### config.mk
export PLATFORM = sky130hd
export DESIGN_NAME = tmr_channel
export DESIGN_NICKNAME = d
export VERILOG_FILES = /design/src/rtl/tmr_pkg.sv /design/src/rtl/tmr_phase.sv /design/src/rtl/tmr_edge.sv /design/src/rtl/tmr_core.sv /design/src/rtl/tmr_channel.sv
export SDC_FILE = /design/constraint.sdc
export NUM_CORES = 1
export LEC_CHECK = 0
export ABC_AREA = 1
export BUFFER_PORTS_ARGS = -buffer_cell sky130_fd_sc_hd__buf_4
export CAP_MARGIN = 40
export CORE_MARGIN = 4
export CORE_UTILIZATION = 50
export DETAILED_ROUTE_END_ITERATION = 12
export MAX_ROUTING_LAYER = met4
export PLACE_DENSITY_LB_ADDON = 0.1
export SETUP_SLACK_MARGIN = 0.3
export SYNTH_ARGS = -nofsm -noshare
export SYNTH_HDL_FRONTEND = slang
export SYNTH_SLANG_ARGS = --single-unit
### constraint.sdc
create_clock -name clk -period 2.59 [get_ports clk]
set_input_delay 0.1295 -clock clk [delete_from_list [all_inputs] [get_ports clk]]
set_output_delay 0.1295 -clock clk [all_outputs]
set_load 0.03 [all_outputs]
### src/rtl/tmr_pkg.sv
package tmr_pkg;
  typedef enum logic [1:0] {
    MD_13   = 2'd0,
    MD_16   = 2'd1,
    MD_8RL  = 2'd2,
    MD_HOLD = 2'd3
  } tmr_mode_e;
endpackage

### src/rtl/tmr_phase.sv
// Machine-cycle divider: one tick pulse every DIV clocks.
module tmr_phase #(
  parameter int DIV = 6
) (
  input  logic clk,
  input  logic rst_n,
  output logic tick
);
  localparam int PW = (DIV > 1) ? $clog2(DIV) : 1;
  localparam logic [PW-1:0] LAST = PW'(DIV - 1);

  logic [PW-1:0] phase;

  assign tick = (phase == LAST);

  always_ff @(posedge clk or negedge rst_n) begin
    if (!rst_n)    phase <= '0;
    else if (tick) phase <= '0;
    else           phase <= phase + 1'b1;
  end
endmodule

### src/rtl/tmr_edge.sv
// Samples the count pin once per machine cycle; flags a high-then-low pair.
module tmr_edge (
  input  logic clk,
  input  logic rst_n,
  input  logic tick,
  input  logic pin,
  output logic fall
);
  logic smp;

  always_ff @(posedge clk or negedge rst_n) begin
    if (!rst_n) begin
      smp  <= 1'b0;
      fall <= 1'b0;
    end else if (tick) begin
      smp  <= pin;
      fall <= smp & ~pin;
    end
  end
endmodule

### src/rtl/tmr_core.sv
// Count registers, mode-dependent advance, overflow flag and toggle output.
module tmr_core
  import tmr_pkg::*;
#(
  parameter int BW  = 8,
  parameter int PRE = 5
) (
  input  logic          clk,
  input  logic          rst_n,
  input  logic          tick,
  input  logic          inc_en,
  input  tmr_mode_e     mode,
  input  logic          wr_lo,
  input  logic          wr_hi,
  input  logic [BW-1:0] wr_data,
  input  logic          clr_ovf,
  input  logic          toggle_en,
  output logic [BW-1:0] cnt_lo,
  output logic [BW-1:0] cnt_hi,
  output logic          ovf_flag,
  output logic          tog_out,
  output logic          ovf_pulse
);
  localparam int CW = 2 * BW;
  localparam logic [CW-1:0] ONE_W = CW'(1);

  logic [BW-1:0] nxt_lo, nxt_hi;
  logic          wrap, step;

  always_comb begin
    nxt_lo = cnt_lo;
    nxt_hi = cnt_hi;
    wrap   = 1'b0;
    unique case (mode)
      MD_13: begin
        if (&cnt_lo[PRE-1:0]) begin
          nxt_lo[PRE-1:0] = '0;
          nxt_hi          = cnt_hi + 1'b1;
          wrap            = &cnt_hi;
        end else begin
          nxt_lo[PRE-1:0] = cnt_lo[PRE-1:0] + 1'b1;
        end
      end
      MD_16: begin
        {nxt_hi, nxt_lo} = {cnt_hi, cnt_lo} + ONE_W;
        wrap             = &{cnt_hi, cnt_lo};
      end
      MD_8RL: begin
        if (&cnt_lo) begin
          nxt_lo = cnt_hi;
          wrap   = 1'b1;
        end else begin
          nxt_lo = cnt_lo + 1'b1;
        end
      end
      default: ;
    endcase
  end

  assign step      = tick & inc_en & ~(wr_lo | wr_hi) & (mode != MD_HOLD);
  assign ovf_pulse = step & wrap;

  always_ff @(posedge clk or negedge rst_n) begin
    if (!rst_n) begin
      cnt_lo   <= '0;
      cnt_hi   <= '0;
      ovf_flag <= 1'b0;
      tog_out  <= 1'b0;
    end else begin
      if (wr_lo)     cnt_lo <= wr_data;
      else if (step) cnt_lo <= nxt_lo;
      if (wr_hi)     cnt_hi <= wr_data;
      else if (step) cnt_hi <= nxt_hi;
      if (ovf_pulse)    ovf_flag <= 1'b1;
      else if (clr_ovf) ovf_flag <= 1'b0;
      if (ovf_pulse && toggle_en) tog_out <= ~tog_out;
    end
  end
endmodule

### src/rtl/tmr_channel.sv
module tmr_channel
  import tmr_pkg::*;
#(
  parameter int DIV = 6,
  parameter int BW  = 8,
  parameter int PRE = 5
) (
  input  logic          clk,
  input  logic          rst_n,
  input  logic          run,
  input  logic          gate_en,
  input  logic          gate_pin,
  input  logic          cnt_sel,
  input  logic [1:0]    mode,
  input  logic          toggle_en,
  input  logic          ext_pin,
  input  logic          wr_lo,
  input  logic          wr_hi,
  input  logic [BW-1:0] wr_data,
  input  logic          clr_ovf,
  output logic [BW-1:0] cnt_lo,
  output logic [BW-1:0] cnt_hi,
  output logic          ovf_flag,
  output logic          tog_out
);
  logic mc_tick, pin_fall, inc_en, ovf_pulse;

  tmr_phase #(.DIV(DIV)) u_phase (
    .clk(clk), .rst_n(rst_n), .tick(mc_tick)
  );

  tmr_edge u_edge (
    .clk(clk), .rst_n(rst_n), .tick(mc_tick), .pin(ext_pin), .fall(pin_fall)
  );

  assign inc_en = run & (~gate_en | gate_pin) & (cnt_sel ? pin_fall : 1'b1);

  tmr_core #(.BW(BW), .PRE(PRE)) u_core (
    .clk(clk), .rst_n(rst_n), .tick(mc_tick), .inc_en(inc_en),
    .mode(tmr_mode_e'(mode)), .wr_lo(wr_lo), .wr_hi(wr_hi), .wr_data(wr_data),
    .clr_ovf(clr_ovf), .toggle_en(toggle_en), .cnt_lo(cnt_lo), .cnt_hi(cnt_hi),
    .ovf_flag(ovf_flag), .tog_out(tog_out), .ovf_pulse(ovf_pulse)
  );
endmodule

==> results of run 1 <==
## sequential cells by signal, indices dropped and copies added, names as in the netlist
register and count:
u_core.cnt_lo 8, u_core.ovf_flag 1, u_core.tog_out 1, u_edge.fall 1, u_core.cnt_hi 8, u_edge.smp 1, u_phase.phase 3
## report_power, final
group / internal, mW / total [mW] / leakage (nW) / switching, mW
logic: 0.149 / 0.390 / 0.949 / 0.241
clock network: 0.108 / 0.230 / 0.0255 / 0.122
registers: 0.394 / 0.456 / 0.286 / 0.0614
## per-layer routing
metal	part of all wire, %	global-route usage, %
met1	47	28.5
met2	46	31.9
met3	6.9	3.77
met4	0.33	3.40
met5	0	-
## kinds of logic after synthesis
group                      after synthesis  synth area share (%)
xor gates and xnor gates                 4                  1.84
adders and majority gates                7                  4.61
DFF                                     23                  30.3
buffers and inverters                   47                  10.5
and+or+nand+nor                        204                  47.8
AOI/OAI and AO/OA                       18                  5.00
## what timing repair did
action | in CTS | in global routing
buffers inserted | 0 | 3
hold buffers | 1 | 0
endpoints found under the hold margin | 23 | 0
setup endpoints to repair | 0 | 7
## layout by cell type, fill, tap and decap left out, drive strengths merged, types with 2 or more instances in the layout
cell type and instances:
o21ai 10, nand3 37, a21oi 6, nor3 2, xor2 4, inv 40
dfrtp 23, clkinv 2, clkbuf 3, nand4 8, ha 7, buf 41
nor2 36, nand2 119
## metrics by stage
step / cell area (um^2) / setup WS [ns] / hold WS, ns
2_1_floorplan: 1900 / 0.513 / -0.166
3_3_place_gp: 2200 / 0.596 / 0.0469
3_5_place_dp: 2200 / 0.522 / 0.0434
4_1_cts: 2260 / 0.489 / 0.0332
5_1_grt: 2280 / 0.365 / 0.0353
6_report: 2280 / 0.585 / 0.0346
## cell usage after synthesis
library cell  instances
xor2_1                4
nor3_1                2
and3_1                1
dfrtp_1              23
nor2_4                1
buf_2                 1
nor2_2                4
nand3b_1              1
clkinv_2              1
buf_6                 2
o21ai_1               4
ha_1                  7
nand2_1             112
o21ai_0               6
nand2_4               1
nor2_1               31
buf_4                 1
clkbuf_1              1
nand3_2               2
nand4_2               1
nand4_1               7
o21bai_1              1
o211ai_1              1
nand3_1              34
nand3_4               1
inv_2                 6
inv_1                34
nand2_2               6
a21oi_1               6
clkbuf_2              1
## final cells by class
type	instances	area [um^2]
Multi-Input combinational cell	233	1130
Tap cell	48	60.1
Fill cell	359	1380
Clock buffer	3	41.3
Timing Repair Buffer	42	318
Sequential cell	23	576
Clock inverter	1	5.00
Inverter	41	155
## worst paths after layout
path	from	end	slack, ns	depth (start not counted)
hold / removal	clr_ovf	u_core.ovf_flag$_DFFE_PN0P_	0.03	2
setup / recovery	u_core.cnt_lo[0]$_DFFE_PN0P_	u_core.cnt_hi[3]$_DFFE_PN0P_	0.59	11
min in group asynchronous	rst_n	u_edge.smp$_DFFE_PN0N_	0.28	2
hold reg to reg	u_phase.phase[0]$_DFF_PN0_	u_phase.phase[0]$_DFF_PN0_	0.48	1
setup reg to reg	u_core.cnt_lo[0]$_DFFE_PN0P_	u_core.cnt_hi[3]$_DFFE_PN0P_	0.59	11
max in group asynchronous	rst_n	u_core.cnt_hi[7]$_DFFE_PN0P_	2.06	2
==> impl_metrics.py, run 1 <==
metrics = {
    "floorplanning": {
        "io-pin-count": 39,
        "rows": 22,
        "coreArea_um2": 3660,
        "die_h_um": 69.7,
        "start_util_pct": 51.9,
        "die_x_um": 69.7,
        "dieArea_um2": 4850,
    },
    "timing": {
        "setup_viol": 0,
        "final_hold_viol_count": 0,
        "tns_ns": 0,
        "slew_headroom_pct": 66.2,
        "min_period_ns": 2.00,
        "rsz0062_at_grt": "no",
        "period_share_pct": 77.4,
        "fmax_mhz": 499,
        "drv_slew": 0,
        "tightest_slew_ns": 0.506,
        "fin_skew_ns": 0.0157,
    },
    "grt": {
        "track_usage_pct": 20.5,
        "grt_pass1_vias": 1776,
        "grt_pass1_wl_um": 8100,
        "antenna_found_initial": 0,
        "grt_max_degree": 24,
        "grt_remaining_overflow": 0,
    },
    "detailed_routing": {
        "drt_pre_antenna_iters": 4,
        "drc": 0,
        "dr_total_vias": 1936,
        "vias_per_cell": 4.95,
        "wl_per_cell_um": 12.4,
        "wl_um": 4840,
        "drt_iter0_drc": 114,
        "detail-route-antenna-nets": 0,
    },
    "hold_path": {
        "hold_path_class": "in2reg",
    },
    "clock_tree": {
        "cts.sink_count": 23,
        "cts_buffers": 3,
        "cts_tree": "done",
        "cts_buffer_depth": 2,
        "clock_latency_ns": 0.27,
        "root_buffer": "clkbuf_8",
        "clkTransAtPathRegs_ns": 0.09,
        "cts.repair.resized": 0,
        "htreeDepth": 1,
    },
    "placement": {
        "io_buffers": 38,
        "gp_congestion": 0.901,
        "dp.cells": 383,
        "dp_hpwl_um": 3780,
    },
    "cells_and_area": {
        "drive_gt1_share_pct": 19.8,
        "fin_cells": 391,
        "final_util_pct": 62.3,
        "area_delta_synth_final_pct": 20.0,
        "n_antenna_cell": 0,
        "nNetsFinal": 372,
    },
    "yosys": {
        "yosysSeqAreaShare_pct": 30.3,
        "yosys_warnings": 0,
        "syn_area_um2": 1900,
        "synth_nets": 331,
        "synth_area_leaders": "dfrtp_1, nand2_1, nand3_1",
        "synth_seq_cells": 23,
        "synthCells": 303,
        "synth_area_leader_cell": "dfrtp_1",
        "ys_types": 30,
        "avgSynthCellArea_um2": 6.28,
        "synth.top_cell.area_share_pct": 30.3,
    },
    "critical_path": {
        "cp-end-kind": "flop",
        "cp_num_buf_inv": 1,
        "worstPathCellList": "ha_1, nand2_2, nor2_4, ha_1, nand2_1, o21ai_1, nand4_2, nand2_1, inv_2, nand2_1, nand3_1",
        "max_stage_delay_ns": 0.44,
        "worstPathRequired_ns": 2.74,
        "path_delay_family": "simple AND/OR/NAND/NOR gates",
        "critPathMaxFanout": 7,
        "path_class": "reg2reg",
        "crit_top_cell": "nand2_1",
        "arrival_ns": 2.15,
        "cpMaxStageDelayCell": "dfrtp_1",
        "cp-start-kind": "flop",
    },
    "power_and_ir_drop": {
        "power_density_nw_per_um2": 471,
        "p_leak_nw": 1.26,
        "vdd_drop_max_uv": 429,
        "p_total_mw": 1.08,
    },
    "flow_run": {
        "cap_violations": 0,
    },
    "outcome": {
        "outcome": "finished, final reports clean",
    },
}
(Power assumes the default switching activity.)
==> inputs of run 2 (changes only) <==
clock period = 1.75 ns   (was 2.59 ns; I/O delays follow)
==> run 2 against run 1 <==
Wire length rose by 7.4%. Clock power rose by 57%. Hold slack improved by 0.0095 ns. Register-to-register slack got worse by 0.39 ns. Final cell count rose by 2.6%. Sequential share of layout area fell by 1.7 points. Final area rose by 8.1%. Combinational power rose by 70%. Core utilization rose by 5.0 points. Die area did not move. Fmax rose by 29%. Non-clock buffer count rose by 10. Critical endpoint is now u_core.cnt_hi[2]$_DFFE_PN0P_.
==> impl_metrics.py, run 2 (synthesized netlist as in run 1, its figures left out) <==
metrics = {
    "outcome": {
        "outcome": "finished, final reports clean",
    },
    "floorplanning": {
        "coreArea_um2": 3660,
        "die_x_um": 69.7,
        "dieArea_um2": 4850,
        "rows": 22,
        "start_util_pct": 51.9,
        "die_h_um": 69.7,
        "io-pin-count": 39,
    },
    "timing": {
        "setup_viol": 0,
        "tightest_slew_ns": 0.340,
        "rsz0062_at_grt": "yes",
        "fmax_mhz": 642,
        "min_period_ns": 1.56,
        "period_share_pct": 89.0,
        "fin_skew_ns": 0.00308,
        "slew_headroom_pct": 77.3,
        "drv_slew": 0,
        "final_hold_viol_count": 0,
    },
    "clock_tree": {
        "cts_buffer_depth": 2,
        "cts_tree": "done",
        "htreeDepth": 1,
        "cts_buffers": 3,
        "clock_latency_ns": 0.28,
        "clkTransAtPathRegs_ns": 0.09,
        "cts.sink_count": 23,
        "root_buffer": "clkbuf_8",
    },
    "critical_path": {
        "cp-start-kind": "flop",
        "rrSetupSlack_ns": 0.19,
        "cp-startpoint": "u_core.cnt_lo[0]$_DFFE_PN0P_",
        "worst_r2r_endpoint": "u_core.cnt_hi[2]$_DFFE_PN0P_",
        "worstPathRequired_ns": 1.92,
        "r2r_start": "u_core.cnt_lo[0]$_DFFE_PN0P_",
        "reg2reg_depth": 11,
        "cp-end-kind": "flop",
        "cp-endpoint": "u_core.cnt_hi[2]$_DFFE_PN0P_",
        "arrival_ns": 1.73,
        "path_class": "reg2reg",
        "critPathMaxFanout": 6,
    },
    "placement": {
        "place_area_um2": 2310,
        "gp_congestion": 0.991,
        "dp_hpwl_um": 4030,
        "io_buffers": 38,
    },
    "grt": {
        "antenna_found_initial": 0,
        "grt_max_degree": 24,
        "grt_pass1_vias": 1912,
        "grt_remaining_overflow": 0,
        "track_usage_pct": 22.9,
        "grt_pass1_wl_um": 8810,
    },
    "cells_and_area": {
        "layout_commonest_cell": "nand2_1",
        "area_delta_synth_final_pct": 29.7,
        "n_antenna_cell": 0,
        "drive_gt1_share_pct": 26.6,
        "multi_input_area_um2": 1220,
        "mostFrequentLayoutCells": "nand2_1, buf_4, inv_1",
        "fin_area_um2": 2470,
        "reg_top3": "u_core.cnt_hi x8, u_core.cnt_lo x8, u_phase.phase x3",
        "num-fill-cells": 378,
        "nNetsFinal": 382,
        "final_util_pct": 67.4,
        "ff_latch_area_um2": 579,
    },
    "power_and_ir_drop": {
        "vdd_drop_max_uv": 538,
        "power_density_nw_per_um2": 688,
        "p_leak_nw": 1.33,
    },
    "detailed_routing": {
        "drt_pre_antenna_iters": 4,
        "vias_per_cell": 5.11,
        "wl_met3_um": 333,
        "detail-route-antenna-nets": 0,
        "dr_wl_met2_um": 2450,
        "drc": 0,
        "wl_met1_um": 2330,
        "dr_total_vias": 2049,
        "route.top_layer_used": "met4",
        "drt_iter0_drc": 138,
        "wl_um": 5200,
        "wl_per_cell_um": 13.0,
    },
    "flow_run": {
        "cap_violations": 0,
    },
    "hold_path": {
        "hold_path_class": "in2reg",
    },
}
-- run 2: layout make-up --
| type | count | share of cell area (%) |
|---|---|---|
| inverters | 41 | 6.39 |
| flip-flops and latches | 23 | 23.5 |
| clock buffers | 3 | 1.67 |
| multi-input cells | 233 | 49.6 |
| well taps | 48 | 2.44 |
| clock inverters | 1 | 0.203 |
| repair buffers | 52 | 16.2 |
-- run 2: worst min-delay path by stage --
| stage | endpoint | slack [ns] | cells after the start | start |
|---|---|---|---|---|
| 2_1_floorplan | u_core.cnt_hi[0]$_DFFE_PN0P_ | -0.21 | 0 | rst_n |
| 3_3_place_gp | u_core.cnt_hi[4]$_DFFE_PN0P_ | 0.005 | 1 | rst_n |
| 3_5_place_dp | u_core.cnt_hi[4]$_DFFE_PN0P_ | 0.003 | 1 | rst_n |
| 4_1_cts | u_core.cnt_hi[0]$_DFFE_PN0P_ | 0.04 | 3 | wr_data[0] |
| 5_1_grt | u_core.tog_out$_DFFE_PN0P_ | 0.06 | 3 | toggle_en |
| 6_report | u_core.cnt_hi[0]$_DFFE_PN0P_ | 0.04 | 3 | wr_data[0] |
-- run 2: per-layer routing --
layer  vias up  GRT usage (%)
met1       922           30.0
met4         0           5.96
met2        66           38.0
met5         -              -
li1       1052              -
met3         9           2.32
-- run 2: report_power, final --
part	internal, mW	switching, mW
Sequential	0.586	0.0852
Combinational	0.268	0.396
Clock	0.160	0.202
Total	1.01	0.683
-- run 2: worst max-delay path: stages, from the launching register on --
cell and delay [ns]:
dfrtp_2 0.40, ha_4 0.15, nand2_4 0.05, nor2_4 0.13, ha_4 0.15, nand2_2 0.06
o21ai_2 0.09, nand4_4 0.16, nand2_2 0.10, inv_2 0.06, nand2_1 0.05, nand3_1 0.06
-- run 2: repair_timing --
action	4_1_cts	5_1_grt
pin swaps	3	3
endpoints found under the hold margin	24	0
endpoints found under the setup margin	15	18
hold buffers	2	0
gates resized for setup	9	9
cloned	0	0
setup buffers	3	1
-- run 2: metrics by stage --
step / hold slack, ns / total power, mW / setup WS (ns) / instances / TNS (ns)
floorplan: -0.208 / 1.08 / -0.0961 / 303 / -0.594
global placement: 0.00531 / 1.31 / 0.156 / 391 / 0
detailed placement: 0.00336 / 1.31 / 0.103 / 391 / 0
CTS: 0.0444 / 1.69 / 0.193 / 400 / 0
global route: 0.0613 / 1.79 / 0.0823 / 401 / 0
finish: 0.0440 / 1.70 / 0.193 / 401 / 0
